[src/rtl/ctrl_pkg.sv]
package ctrl_pkg;

  localparam int OPC_W  = 6;
  localparam int NIB_W  = 4;
  localparam int NIB_N  = 1 << NIB_W;

  localparam logic [OPC_W-1:0] OPC_LD   = 6'b011000;
  localparam logic [OPC_W-1:0] OPC_ST   = 6'b011001;
  localparam logic [OPC_W-1:0] OPC_JMP  = 6'b011011;
  localparam logic [OPC_W-1:0] OPC_BEQ  = 6'b011100;
  localparam logic [OPC_W-1:0] OPC_BNE  = 6'b011101;
  localparam logic [OPC_W-1:0] OPC_LDR  = 6'b011111;

  typedef enum logic [NIB_W-1:0] {
    ALU_ADD   = 4'h0,
    ALU_SUB   = 4'h1,
    ALU_MUL   = 4'h2,
    ALU_DIV   = 4'h3,
    ALU_CMPEQ = 4'h4,
    ALU_CMPLT = 4'h5,
    ALU_CMPLE = 4'h6,
    ALU_AND   = 4'h8,
    ALU_OR    = 4'h9,
    ALU_XOR   = 4'hA,
    ALU_SHL   = 4'hC,
    ALU_SHR   = 4'hD,
    ALU_SRA   = 4'hE,
    ALU_PASSA = 4'hF
  } aluFn_e;

  typedef enum logic [2:0] {
    PC_NEXT   = 3'd0,
    PC_BRANCH = 3'd1,
    PC_JUMP   = 3'd2,
    PC_ILLOP  = 3'd3,
    PC_IRQ    = 3'd4
  } pcSel_e;

  typedef enum logic [1:0] {
    WD_LINK = 2'd0,
    WD_ALU  = 2'd1,
    WD_MEM  = 2'd2
  } wdSel_e;

  typedef enum logic [3:0] {
    CLS_OPR,
    CLS_OPL,
    CLS_LOAD,
    CLS_STORE,
    CLS_JUMP,
    CLS_BRZ,
    CLS_BRNZ,
    CLS_LOADREL,
    CLS_ILLEGAL
  } instClass_e;

  typedef struct packed {
    pcSel_e pcSel;
    logic   ra2Sel;
    logic   aSel;
    logic   bSel;
    aluFn_e aluFn;
    wdSel_e wdSel;
    logic   waSel;
    logic   wrRf;
    logic   wrMem;
  } strobes_t;

  // One bit per ALU nibble: set when that operate encoding is implemented.
  function automatic logic [NIB_N-1:0] aluLegalMask(input bit hasMul, input bit hasDiv);
    logic [NIB_N-1:0] m;
    m = '0;
    m[ALU_ADD]   = 1'b1;
    m[ALU_SUB]   = 1'b1;
    m[ALU_MUL]   = hasMul;
    m[ALU_DIV]   = hasDiv;
    m[ALU_CMPEQ] = 1'b1;
    m[ALU_CMPLT] = 1'b1;
    m[ALU_CMPLE] = 1'b1;
    m[ALU_AND]   = 1'b1;
    m[ALU_OR]    = 1'b1;
    m[ALU_XOR]   = 1'b1;
    m[ALU_SHL]   = 1'b1;
    m[ALU_SHR]   = 1'b1;
    m[ALU_SRA]   = 1'b1;
    return m;
  endfunction

endpackage

[src/rtl/ctrl_opclass.sv]
module ctrl_opclass
  import ctrl_pkg::*;
#(
  parameter bit HAS_MUL = 1'b0,
  parameter bit HAS_DIV = 1'b0
) (
  input  logic [OPC_W-1:0] opcode,
  output instClass_e       cls,
  output aluFn_e           aluOp
);

  localparam logic [NIB_N-1:0] LEGAL = aluLegalMask(HAS_MUL, HAS_DIV);

  logic [NIB_W-1:0] nib;
  logic             nibOk;

  assign nib   = opcode[NIB_W-1:0];
  assign nibOk = LEGAL[nib];

  always_comb begin
    aluOp = nibOk ? aluFn_e'(nib) : ALU_ADD;
    cls   = CLS_ILLEGAL;
    case (opcode[OPC_W-1 -: 2])
      2'b10: cls = nibOk ? CLS_OPR : CLS_ILLEGAL;
      2'b11: cls = nibOk ? CLS_OPL : CLS_ILLEGAL;
      2'b01: begin
        case (opcode)
          OPC_LD:  cls = CLS_LOAD;
          OPC_ST:  cls = CLS_STORE;
          OPC_JMP: cls = CLS_JUMP;
          OPC_BEQ: cls = CLS_BRZ;
          OPC_BNE: cls = CLS_BRNZ;
          OPC_LDR: cls = CLS_LOADREL;
          default: cls = CLS_ILLEGAL;
        endcase
      end
      default: cls = CLS_ILLEGAL;
    endcase
  end

endmodule

[src/rtl/ctrl_strobes.sv]
module ctrl_strobes
  import ctrl_pkg::*;
(
  input  instClass_e cls,
  input  aluFn_e     aluOp,
  input  logic       raZero,
  input  logic       irq,
  output strobes_t   strb
);

  always_comb begin
    strb.pcSel  = PC_NEXT;
    strb.ra2Sel = 1'b0;
    strb.aSel   = 1'b0;
    strb.bSel   = 1'b0;
    strb.aluFn  = ALU_ADD;
    strb.wdSel  = WD_ALU;
    strb.waSel  = 1'b0;
    strb.wrRf   = 1'b1;
    strb.wrMem  = 1'b0;

    if (irq) begin
      strb.pcSel = PC_IRQ;
      strb.wdSel = WD_LINK;
      strb.waSel = 1'b1;
    end else begin
      case (cls)
        CLS_OPR: strb.aluFn = aluOp;
        CLS_OPL: begin
          strb.aluFn = aluOp;
          strb.bSel  = 1'b1;
        end
        CLS_LOAD: begin
          strb.bSel  = 1'b1;
          strb.wdSel = WD_MEM;
        end
        CLS_STORE: begin
          strb.ra2Sel = 1'b1;
          strb.bSel   = 1'b1;
          strb.wrRf   = 1'b0;
          strb.wrMem  = 1'b1;
        end
        CLS_JUMP: begin
          strb.pcSel = PC_JUMP;
          strb.wdSel = WD_LINK;
        end
        CLS_BRZ: begin
          strb.pcSel = raZero ? PC_BRANCH : PC_NEXT;
          strb.wdSel = WD_LINK;
        end
        CLS_BRNZ: begin
          strb.pcSel = raZero ? PC_NEXT : PC_BRANCH;
          strb.wdSel = WD_LINK;
        end
        CLS_LOADREL: begin
          strb.aSel  = 1'b1;
          strb.aluFn = ALU_PASSA;
          strb.wdSel = WD_MEM;
        end
        default: begin
          strb.pcSel = PC_ILLOP;
          strb.wdSel = WD_LINK;
          strb.waSel = 1'b1;
        end
      endcase
    end
  end

endmodule

[src/rtl/ctrl_decoder.sv]
module ctrl_decoder
  import ctrl_pkg::*;
#(
  parameter bit HAS_MUL = 1'b0,
  parameter bit HAS_DIV = 1'b0
) (
  input  logic [5:0] opcode,
  input  logic       raZero,
  input  logic       irq,
  output logic [2:0] pcSel,
  output logic       ra2Sel,
  output logic       aSel,
  output logic       bSel,
  output logic [3:0] aluFn,
  output logic [1:0] wdSel,
  output logic       waSel,
  output logic       wrRf,
  output logic       wrMem
);

  instClass_e cls;
  aluFn_e     aluOp;
  strobes_t   strb;

  ctrl_opclass #(
    .HAS_MUL(HAS_MUL),
    .HAS_DIV(HAS_DIV)
  ) u_opclass (
    .opcode(opcode),
    .cls   (cls),
    .aluOp (aluOp)
  );

  ctrl_strobes u_strobes (
    .cls   (cls),
    .aluOp (aluOp),
    .raZero(raZero),
    .irq   (irq),
    .strb  (strb)
  );

  assign pcSel  = strb.pcSel;
  assign ra2Sel = strb.ra2Sel;
  assign aSel   = strb.aSel;
  assign bSel   = strb.bSel;
  assign aluFn  = strb.aluFn;
  assign wdSel  = strb.wdSel;
  assign waSel  = strb.waSel;
  assign wrRf   = strb.wrRf;
  assign wrMem  = strb.wrMem;

  // Port-level consistency checks on the settled outputs.
  always_comb begin
    if (wrMem) begin
      a_r11_mem_write_only_store: assert (opcode == OPC_ST && !irq)
        else $error("memory write outside a plain store");
      a_r5_store_no_rf_write: assert (!wrRf)
        else $error("store also writes the register file");
    end
    if (irq) begin
      a_r10_irq_vector: assert (pcSel == 3'd4 && waSel && wrRf && wdSel == 2'd0)
        else $error("interrupt did not force the vector call");
    end
    if (pcSel == 3'd3) begin
      a_r9_fault_links_xp: assert (!irq && waSel && wdSel == 2'd0 && !wrMem)
        else $error("fault vector without link write");
    end
    if (pcSel == 3'd1) begin
      a_r7_branch_condition: assert ((opcode == OPC_BEQ && raZero) || (opcode == OPC_BNE && !raZero))
        else $error("branch taken on wrong condition");
    end
    if (!waSel) begin
      a_r12_rc_outside_exceptions: assert (pcSel < 3'd3)
        else $error("exception vector with write address Rc");
    end
  end

endmodule

[config.mk]
export PLATFORM = sky130hd
export DESIGN_NAME = ctrl_decoder
export DESIGN_NICKNAME = d
export VERILOG_FILES = /design/src/rtl/ctrl_pkg.sv /design/src/rtl/ctrl_opclass.sv /design/src/rtl/ctrl_strobes.sv /design/src/rtl/ctrl_decoder.sv
export SDC_FILE = /design/constraint.sdc
export NUM_CORES = 1
export LEC_CHECK = 0
export ABC_AREA = 1
export BUFFER_PORTS_ARGS = -buffer_cell sky130_fd_sc_hd__buf_2
export CORE_AREA = 2 2 39 41
export DETAILED_ROUTE_END_ITERATION = 12
export DIE_AREA = 0 0 41 43
export GPL_TIMING_DRIVEN = 0
export SYNTH_ARGS = -nofsm -noshare
export SYNTH_HDL_FRONTEND = slang
export SYNTH_SLANG_ARGS = --single-unit
[constraint.sdc]
create_clock -name vclk -period 1
set_input_delay 0.2 -clock vclk [all_inputs]
set_output_delay 0.2 -clock vclk [all_outputs]
set_load 0.01 [all_outputs]
==> metrics list, run 1 <==
* Chip width: 41 um
- Sequential cell count: 0
- The most critical setup path has its endpoint at aluFn[1].
- Antenna Diode Count: 0
- GP Congestion: 0.821
- Antenna violations before repair: 0
- Violations in the final reports: negative setup slack
* First-pass GRT wire length: 1240 um
- FF/Latch Area: 0 sq um
- Effective utilization at floorplan: 21.9%
- The worst setup path is of the input port to primary output kind.
* Top cell types by occurrence after synthesis: sky130_fd_sc_hd__inv_1, sky130_fd_sc_hd__nand2_1, sky130_fd_sc_hd__nand3_1, sky130_fd_sc_hd__a21oi_1, sky130_fd_sc_hd__nor2_1
- The worst-case IR drop observed on VDD is 124 uV.
- The synthesized design spends more area on one cell type than any other, namely sky130_fd_sc_hd__inv_1.
- For this run, the number of Yosys warnings is 0.
* Least-Margin Pin Slew: 0.316 ns
- The floorplan step set the die height to 43 um.
* PwrDens: 352 nW/um^2
- The worst hold path belongs to the class input port to primary output.
* Quantity of I/O buffers inserted on ports: 22
- Starting DRC count in detailed routing: 6
- Worst path setup slack after routing: -0.232 ns
* Placement row count: 14
- Via Count: 425
- Largest fanout of any net on the critical path: 8
- CTS Hold Bufs: 0
* Tightest slew margin relative to the limit: 78.9%
- The number of nets handed over by synthesis was 64.
- Number of clock buffers in the layout: 0
* Final routed wire length divided by cell count: 9.47 um
- Floorplan Core Area: 1380 sq um
* Crit path launch: opcode[5]
- First-pass iteration count of the detailed router: 3
- Antenna-violating nets left: 0
- Yosys mapped the design onto 17 distinct sky130hd cell types.
- # nets final: 89
* Final critical-path share of the clock period: 123%
- Number of global-route vias before repair: 311
- The tool flagged a number of max-cap violations equal to 0.
- The smallest clock period supported by the final layout is computed as 1.23 ns.
- Share of the yosys chip area belonging to registers: 0%
* Via-per-instance ratio: 4.47
- Relative to the synthesized area, the layout overhead comes to 88.4%.
- Crit path launch type: input port
* Count of pins over their slew limit: 0
* Cell area after synthesis: 303 sq um
- During I/O placement, the number of pins put on the boundary was 23.
- Among all cell types in the netlist, the one instantiated most often is sky130_fd_sc_hd__inv_1.
* Data arrival time of the critical path: 1.03 ns
* LEAKAGE: 0.305 nW
- Entering global routing, the biggest net connects 11 pins.
* Status: complete, but fails checks
* Avg Cell Area, Syn: 5.41 sq um
- The final layout contains routed wiring with a total length of 900 um.
- After global routing the overflow that remains totals 0.
- Across every metal layer, demand over resource in global routing totals 9.49%.
* Ratio of cells with drive above 1 in the final layout: 67.1%
* Proportion of netlist area held by the largest area contributor: 14.9%
- The hold violation count in the final report was 0.
* Final Core Density: 41.2%
* Worst endpoint required time: 0.80 ns
* Worst setup EP type: primary output
- Fmax: 0.812 GHz
* Setup violation total in the final timing report: 14
- After legalization and detailed placement, the total HPWL measured 685 um.
* Leading post-synthesis cells by cell area: sky130_fd_sc_hd__inv_1, sky130_fd_sc_hd__nand3_1, sky130_fd_sc_hd__nand2_1
* Synthesized instance count: 56
* Full die area: 1760 sq um
- Post-route DRC violation count: 0
* Summed negative setup slack over all endpoints: -2.69 ns
- Setup repair after global routing could not meet its margin everywhere.
==> worst min path at each step <==
stage                     to  start  cells after the start  slack (ns)
floorplan           pcSel[2]    irq                      1        0.49
detailed placement  pcSel[2]    irq                      2        0.59
CTS                 pcSel[2]    irq                      2        0.59
global placement    pcSel[2]    irq                      2        0.59
global route        pcSel[2]    irq                      2        0.59
finish              pcSel[2]    irq                      2        0.58
==> where the power goes <==
group | switching [W] | internal (W) | total (W)
Combinational | 0.000113 | 0.0000875 | 0.000201
Sequential | 0 | 0 | 0
Clock | 0 | 0 | 0
==> critical path, stage by stage <==
cell                      delay [ns]
sky130_fd_sc_hd__buf_8          0.11
sky130_fd_sc_hd__nor2_4         0.21
sky130_fd_sc_hd__nand3_2        0.14
sky130_fd_sc_hd__nor2_4         0.11
sky130_fd_sc_hd__inv_2          0.07
sky130_fd_sc_hd__o21ai_2        0.05
sky130_fd_sc_hd__buf_2          0.14
==> routing by layer <==
| layer | GRT usage, % | wire length [um] | up-vias |
|---|---|---|---|
| met3 | 0 | 36 | 0 |
| met2 | 15.6 | 450 | 10 |
| met4 | 0 | 0 | 0 |
| met1 | 14.2 | 414 | 189 |
| li1 | - | - | 226 |
| met5 | 0 | 0 | - |
==> layout make-up <==
type,count,area [sq um]
inverters,15,68.8
plain buffers,3,20.0
repair buffers,23,165
fillers,154,813
multi-input cells,38,297
well taps,16,20.0
==> layout by cell type (no fill, tap or decap) <==
| cell type | Yosys | layout |
|---|---|---|
| sky130_fd_sc_hd__clkbuf_2 | 0 | 1 |
| sky130_fd_sc_hd__inv_1 | 12 | 10 |
| sky130_fd_sc_hd__nand2_2 | 2 | 3 |
| sky130_fd_sc_hd__buf_8 | 0 | 2 |
| sky130_fd_sc_hd__nor2_1 | 4 | 1 |
| sky130_fd_sc_hd__buf_4 | 2 | 4 |
| sky130_fd_sc_hd__o21ai_2 | 0 | 3 |
| sky130_fd_sc_hd__a21oi_1 | 5 | 2 |
| sky130_fd_sc_hd__nand4_4 | 0 | 1 |
| sky130_fd_sc_hd__a21oi_2 | 0 | 3 |
| sky130_fd_sc_hd__inv_12 | 0 | 1 |
| sky130_fd_sc_hd__o211ai_2 | 2 | 2 |
| sky130_fd_sc_hd__nand4_1 | 2 | 2 |
| sky130_fd_sc_hd__nand3_2 | 2 | 3 |
| sky130_fd_sc_hd__nand2_4 | 0 | 1 |
| sky130_fd_sc_hd__nor2_2 | 1 | 1 |
| sky130_fd_sc_hd__nand3_1 | 7 | 6 |
| sky130_fd_sc_hd__nand2_1 | 7 | 5 |
| sky130_fd_sc_hd__buf_2 | 0 | 15 |
| sky130_fd_sc_hd__buf_6 | 0 | 4 |
| sky130_fd_sc_hd__inv_2 | 3 | 4 |
| sky130_fd_sc_hd__nor2_4 | 2 | 5 |
==> kinds of logic after synthesis <==
| group | count (synthesis) | share of synthesized area, % |
|---|---|---|
| buffers and inverters | 18 | 24.8 |
| AOI/OAI and AO/OA | 10 | 21.5 |
| and+or+nand+nor | 28 | 53.7 |
==> per-stage QoR <==
step	power [W]	setup WS (ns)	cells	hold slack, ns	cell area [sq um]
finish	0.000201	-0.232	95	0.584	571
global route	0.000220	-0.318	95	0.588	571
CTS	0.000183	-0.228	95	0.586	527
detailed placement	0.000158	-0.333	94	0.586	470
global placement	0.000157	-0.323	94	0.587	470
floorplan	0.0000978	-0.0194	56	0.492	340
==> timing repair <==
action / CTS / global route
setup buffers: 1 / 0
gates resized for setup: 13 / 12
setup endpoints to repair: 14 / 14
pin swaps: 7 / 5
(Power assumes the default switching activity.)
==> run 2, diff against run 1 <==
==> constraint.sdc (replaced) <==
create_clock -name vclk -period 1.2
set_input_delay 0.24 -clock vclk [all_inputs]
set_output_delay 0.24 -clock vclk [all_outputs]
set_load 0.01 [all_outputs]
==> metrics list, run 2 (synthesis gave the netlist of run 1 again) <==
* Status: complete, but fails checks
- Violations in the final reports: negative setup slack
- The detail-routed net length per standard cell was 8.96 um (-5.4%).
* Antenna violations before repair: 0 (unchanged)
- Area overhead of the layout relative to synthesis: 80.2%
- The startpoint identified for the worst hold timing path is irq.
- Setup repair after global routing missed its margin: true
* Floorplan Core Area: 1380 sq um (unchanged)
- The final setup slack of the worst path was -0.134 ns (+0.0982 ns).
- Hold violation total from the final report: 0 (unchanged)
- Total I/O pin count: 23 (unchanged)
- Worst setup EP type: primary output
- The initial detailed-routing violation count was 1 (-5).
- Effective utilization at floorplan: 21.9% (unchanged)
- The setup path with the least slack is of type input port to primary output.
* FF/Latch Area: 0 sq um (unchanged)
- The final routed wirelength across all metal layers came to 869 um (-3.4%).
- The worst slew slack as a fraction of its limit came to 81.9% (+3.0 points).
* Full die area: 1760 sq um (unchanged)
* Quantity of I/O buffers inserted on ports: 22 (unchanged)
* Count of pins over their slew limit: 0 (unchanged)
- The total of hold buffers inserted after clock tree synthesis is 0 (unchanged).
* DP HPWL: 667 um (-2.7%)
- Floorplan die height: 43 um (unchanged)
- # nets final: 91 (+2.2%)
- The critical path starts at opcode[5].
* Placement row count: 14 (unchanged)
* Number of clock buffers in the layout: 0 (unchanged)
- Hold Path Class: input port to primary output
- The number of max-cap violations is 0 (unchanged).
- After layout, the minimum clock period comes to 1.33 ns.
- Antenna Diode Count: 0 (unchanged)
- Crit path launch type: input port
* Largest net degree at the start of global routing: 11 (unchanged)
* Data arrival time of the critical path: 1.09 ns (+0.06 ns)
- The last weighted congestion value of the routability-driven placer was 0.794 (-3.3%).
- The maximum fanout along the worst path came to 8 (unchanged).
- LEAKAGE: 0.296 nW (-3.0%)
- The maximum vdd drop was 128 uV (+3.3%).
- First-pass iteration count of the detailed router: 2 (-1)
- PwrDens: 287 nW/um^2 (-19%)
* Total congestion overflow after global routing: 0 (unchanged)
* Met2 wire len: 401 um (-11%)
- The transition time of the tightest slew-check pin came to 0.271 ns (-0.0448 ns).
- The wire length on met1 is 397 um (-4.1%).
* Worst endpoint required time: 0.96 ns (+0.16 ns)
- Sequential cell count: 0 (unchanged)
- Antenna-violating nets left: 0 (unchanged)
- Leaving out fill and tap cells, the most frequent cell in the layout is sky130_fd_sc_hd__buf_2.
- WL met3: 70 um (+94%)
- Final critical-path share of the clock period: 111%
- Post-route DRC violation count: 0 (unchanged)
- The path with the worst hold slack has its endpoint at pcSel[2].
- The via count of the routed design came to 422 (-0.71%).
* Pre-CTS WS: -0.178 ns (+0.156 ns)
* Top Metal Used: met3
- Total routing usage reported by global routing: 9.69% (+0.20 points)
- Based on the critical path, the design can be clocked at up to 0.750 GHz.
* Most frequent cells in the layout: sky130_fd_sc_hd__buf_2, sky130_fd_sc_hd__inv_1, sky130_fd_sc_hd__nand2_1, sky130_fd_sc_hd__nand3_1, sky130_fd_sc_hd__buf_6
- The ratio of cells with drive above 1 in the final layout came to 59.3% (-7.8 points).
* Via-per-instance ratio: 4.35 (-2.8%)
- First-pass GRT wire length: 1280 um (+3.3%)
- The horizontal extent of the die was 41 um (unchanged).
- Final Core Density: 39.4% (-1.8 points)
* Min-Delay Path Depth: 2 (unchanged)
* Setup violation total in the final timing report: 13 (-1)
- Number of global-route vias before repair: 335 (+7.7%)
[run 2: area by class of cell]
cell class	instances	area [sq um]
inverter	15	58.8
timing repair buffer	25	180
multi-input combinational	38	267
buffer	3	20.0
fill	157	838
tap	16	20.0
[run 2: routing by layer]
| layer | track usage, % | vias up |
|---|---|---|
| li1 | - | 231 |
| met1 | 13.0 | 175 |
| met2 | 17.5 | 16 |
| met3 | 0 | 0 |
| met4 | 0 | 0 |
| met5 | 0 | - |
[run 2: worst max path at each step]
stage | endpoint | depth (start not counted)
2_1_floorplan | wrMem | 5
3_3_place_gp | pcSel[1] | 7
3_5_place_dp | pcSel[1] | 7
4_1_cts | aluFn[1] | 8
5_1_grt | wrMem | 7
6_report | wrMem | 7
[run 2: metrics by stage]
stage / TNS, ns / power, W / hold slack (ns) / instance area [sq um] / cells
final: -1.08 / 0.000156 / 0.663 / 546 / 97
after global routing: -2.08 / 0.000172 / 0.677 / 546 / 97
after CTS: -0.745 / 0.000142 / 0.664 / 497 / 95
after detailed placement: -1.73 / 0.000120 / 0.664 / 435 / 94
after global placement: -1.68 / 0.000119 / 0.665 / 435 / 94
after floorplan: 0 / 0.0000732 / 0.572 / 305 / 56
[run 2: report_power, final]
part	switching [W]	internal [W]
registers	0	0
clock network	0	0
logic	0.0000878	0.0000687
total	0.0000878	0.0000687
[run 2: what timing repair did]
| action | in CTS | in global routing |
|---|---|---|
| gates resized for setup | 19 | 8 |
| buffers inserted | 1 | 2 |
| setup endpoints to repair | 14 | 14 |
| pin swaps | 4 | 6 |
[run 2: worst max-delay path, cell delays in order]
cell and delay (ns):
sky130_fd_sc_hd__buf_8 0.10, sky130_fd_sc_hd__nor2_4 0.20, sky130_fd_sc_hd__buf_6 0.14, sky130_fd_sc_hd__nand3_4 0.09, sky130_fd_sc_hd__nor2_4 0.12, sky130_fd_sc_hd__buf_4 0.12, sky130_fd_sc_hd__buf_6 0.09
==> run 3, diff against run 2 <==
--- a/config.mk
+++ b/config.mk
@@ -5,7 +5,6 @@
 export SDC_FILE = /design/constraint.sdc
 export NUM_CORES = 1
 export LEC_CHECK = 0
-export ABC_AREA = 1
 export BUFFER_PORTS_ARGS = -buffer_cell sky130_fd_sc_hd__buf_2
 export CORE_AREA = 2 2 39 41
 export DETAILED_ROUTE_END_ITERATION = 12
==> metrics list, run 3 <==
- Most frequent cell after synthesis: sky130_fd_sc_hd__nand2_1
* Crit path launch type: input port
- Walking the worst path, the cells encountered are buf_8 > buf_12 > buf_12 > nand2_8 > o21ai_1 > a221oi_1 > o221a_1 > buf_2.
* Final Cell Area: 897 sq um (+64%)
* Largest fanout of any net on the critical path: 5 (-3)
- Leaving out fill and tap cells, the most frequent cell in the layout is sky130_fd_sc_hd__buf_2.
- The overall power after layout is 0.000314 W (+100%).
- Leading post-synthesis cells by cell area: sky130_fd_sc_hd__nand2_1, sky130_fd_sc_hd__buf_4, sky130_fd_sc_hd__a21oi_1
- Endpoint of the most critical setup path: pcSel[1]
- Maximum resistive drop on vdd: 223 uV (+74%)
- Antenna-violating nets left: 0 (unchanged)
* Syn. warnings: 0 (unchanged)
- Leading area contributor after synthesis: sky130_fd_sc_hd__nand2_1
- Avg Cell Area, Syn: 6.37 sq um (+18%)
- The total of endpoints with negative setup slack in the final report came to 14 (+1).
- Maximum single-stage delay on the critical path: 0.37 ns (+0.17 ns)
- The transition time of the tightest slew-check pin is 0.338 ns (+0.0669 ns).
- Min-Delay Path Depth: 3 (+1)
- Adder and majority gate portion of the synthesized area: 0% (unchanged)
- Final critical-path share of the clock period: 143% (+32 points)
- The global-route usage over all layers came to 19.3% (+9.6 points).
- Pre-CTS WS: -0.476 ns (-0.298 ns)
- Number of clock buffers in the layout: 0 (unchanged)
- The critical path data required time is 0.96 ns (about the same).
- The initial detailed-routing violation count came to 8 (+7).
* FF/Latch Area: 0 sq um (unchanged)
* Status: complete, but fails checks
* Effective utilization at floorplan: 29.5% (+7.6 points)
- The standby leakage power came to 0.403 nW (+36%).
- The number of antenna violations at the first check in global routing is 0 (unchanged).
- The horizontal extent of the die is 41 um (unchanged).
- Total congestion overflow after global routing: 0 (unchanged)
- The tightest min-delay check is of the input port to primary output type.
- First-pass iteration count of the detailed router: 4 (+2)
- Worst Hold Margin: 0.783 ns (+0.120 ns)
- Violations in the final reports: negative setup slack
- For this design, the slowest cell found on the critical path is sky130_fd_sc_hd__a221oi_1.
- The count of inserted antenna diode cells was 0 (unchanged).
- Via-per-instance ratio: 5.32 (+22%)
- Most frequent cells in the layout: sky130_fd_sc_hd__buf_2, sky130_fd_sc_hd__buf_4, sky130_fd_sc_hd__buf_6
- # nets final: 108 (+19%)
- The power density relative to cell area was 350 nW/um^2 (+22%).
- Hold violation total from the final report: 0 (unchanged)
* Net count of the mapped netlist: 72 (+13%)
* GP Congestion: 0.827 (+4.3%)
- Sequential cell count: 0 (unchanged)
* Classification of the worst setup path: input port to primary output
- First-pass GRT wire length: 2450 um (+91%)
- Largest net degree at the start of global routing: 11 (unchanged)
- DP HPWL: 1010 um (+52%)
- Synthesized instance count: 64 (+14%)
- Crit path launch: opcode[1]
- The multiplexer share of the synthesized area was 0% (unchanged).
- The final setup slack of the worst path is -0.520 ns (-0.387 ns).
- The area after detailed placement came to 616 sq um (+41%).
- Cell area after synthesis: 408 sq um (+35%)
* Quantity of I/O buffers inserted on ports: 21 (-4.5%)
* Total I/O pin count: 23 (unchanged)
- Final Critical Period: 1.72 ns (+0.387 ns)
- The peak clock frequency supported by timing came to 0.581 GHz (-22%).
* Combinational family with the most area after synthesis: compound AO/OA/AOI/OAI gates
* Xor/xnor share of the synthesized area: 4.29% (+4.3 points)
* Top cell types by occurrence after synthesis: sky130_fd_sc_hd__nand2_1, sky130_fd_sc_hd__a21oi_1, sky130_fd_sc_hd__buf_4, sky130_fd_sc_hd__inv_1, sky130_fd_sc_hd__o21ai_0
- The detail-routed net length per standard cell was 13.7 um (+53%).
- The number of slew-limit violations in the final report came to 0 (unchanged).
- Worst setup EP type: primary output
- Ratio of cells with drive above 1 in the final layout: 72.4% (+13 points)
- Floorplan Core Area: 1380 sq um (unchanged)
- Number of unique standard cell types used by synthesis: 35 (+18)
- The number of global-route vias before repair is 513 (+53%).
- Summed negative setup slack over all endpoints: -4.25 ns (-3.16 ns)
- Setup repair after global routing could not meet its margin everywhere.
- The simple-gate share of the synthesized area was 37.1% (-17 points).
* Data arrival time of the critical path: 1.48 ns (+0.39 ns)
- Max Cap Viol: 0 (unchanged)
- Placement row count: 14 (unchanged)
* Full die area: 1760 sq um (unchanged)
- Synth Area in Compound Gates: 41.4% (+20 points)
- Post-route DRC violation count: 0 (unchanged)
- Wire length reported by the detailed router: 1570 um (+80%)
* Tightest slew margin relative to the limit: 77.5% (-4.5 points)
- Share of the yosys chip area belonging to registers: 0% (unchanged)
- By instance count, the cell type seen most on the critical path is sky130_fd_sc_hd__buf_12.
- Via Count: 606 (+44%)
- The area share of the largest cell type after synthesis was 8.28% (-6.6 points).
- Floorplan die height: 43 um (unchanged)
- Relative to the synthesized area, the layout overhead comes to 120%.
[run 3: repair_timing]
item,4_1_cts,5_1_grt
buffers inserted,8,4
endpoints found under the setup margin,14,14
hold buffers,0,0
cloned,1,0
gates resized for setup,26,13
pin swaps,6,3
[run 3: per-stage QoR]
step / util (%) / instances
3_5_place_dp: 44.5 / 101
6_report: 64.8 / 114
2_1_floorplan: - / 64
3_3_place_gp: 44.5 / 101
5_1_grt: 64.8 / 114
4_1_cts: 57.7 / 110
[run 3: worst min path at each step]
stage	startpoint	endpoint	slack, ns
6_report	irq	pcSel[2]	0.78
5_1_grt	irq	pcSel[2]	0.81
4_1_cts	irq	pcSel[2]	0.79
3_5_place_dp	irq	pcSel[2]	0.79
3_3_place_gp	irq	pcSel[2]	0.78
2_1_floorplan	irq	pcSel[2]	0.57
[run 3: per-layer routing]
metal	vias to the layer above	routed length (um)	share of wire [%]	track usage [%]
met5	-	0	0	0
met4	0	0	0	0.667
met3	0	74	4.7	0.524
met2	19	827	53	31.6
met1	281	665	42	28.5
li1	306	-	-	-
[run 3: layout make-up]
cell class	count	area, sq um
Buffer	8	95.1
Fill cell	128	487
Tap cell	16	20.0
Inverter	4	17.5
Multi-Input combinational cell	52	479
Timing Repair Buffer	34	285
[run 3: cells by family (layout without fill, tap and decap cells)]
logic type	count (synthesis)	count (layout)
compound gates	23	23
simple gates	27	27
buf+inv	12	46
xor+xnor	2	2
[run 3: power breakdown]
group | switching [W] | total [W] | internal [W]
registers | 0 | 0 | 0
clock network | 0 | 0 | 0
logic | 0.000154 | 0.000314 | 0.000160
[run 3: worst max-delay path: cells and delay by family]
kind | cells | cell delay [ns]
AO/OA/AOI/OAI | 3 | 0.68
AND/OR/NAND/NOR | 1 | 0.08
buffers and inverters | 4 | 0.47
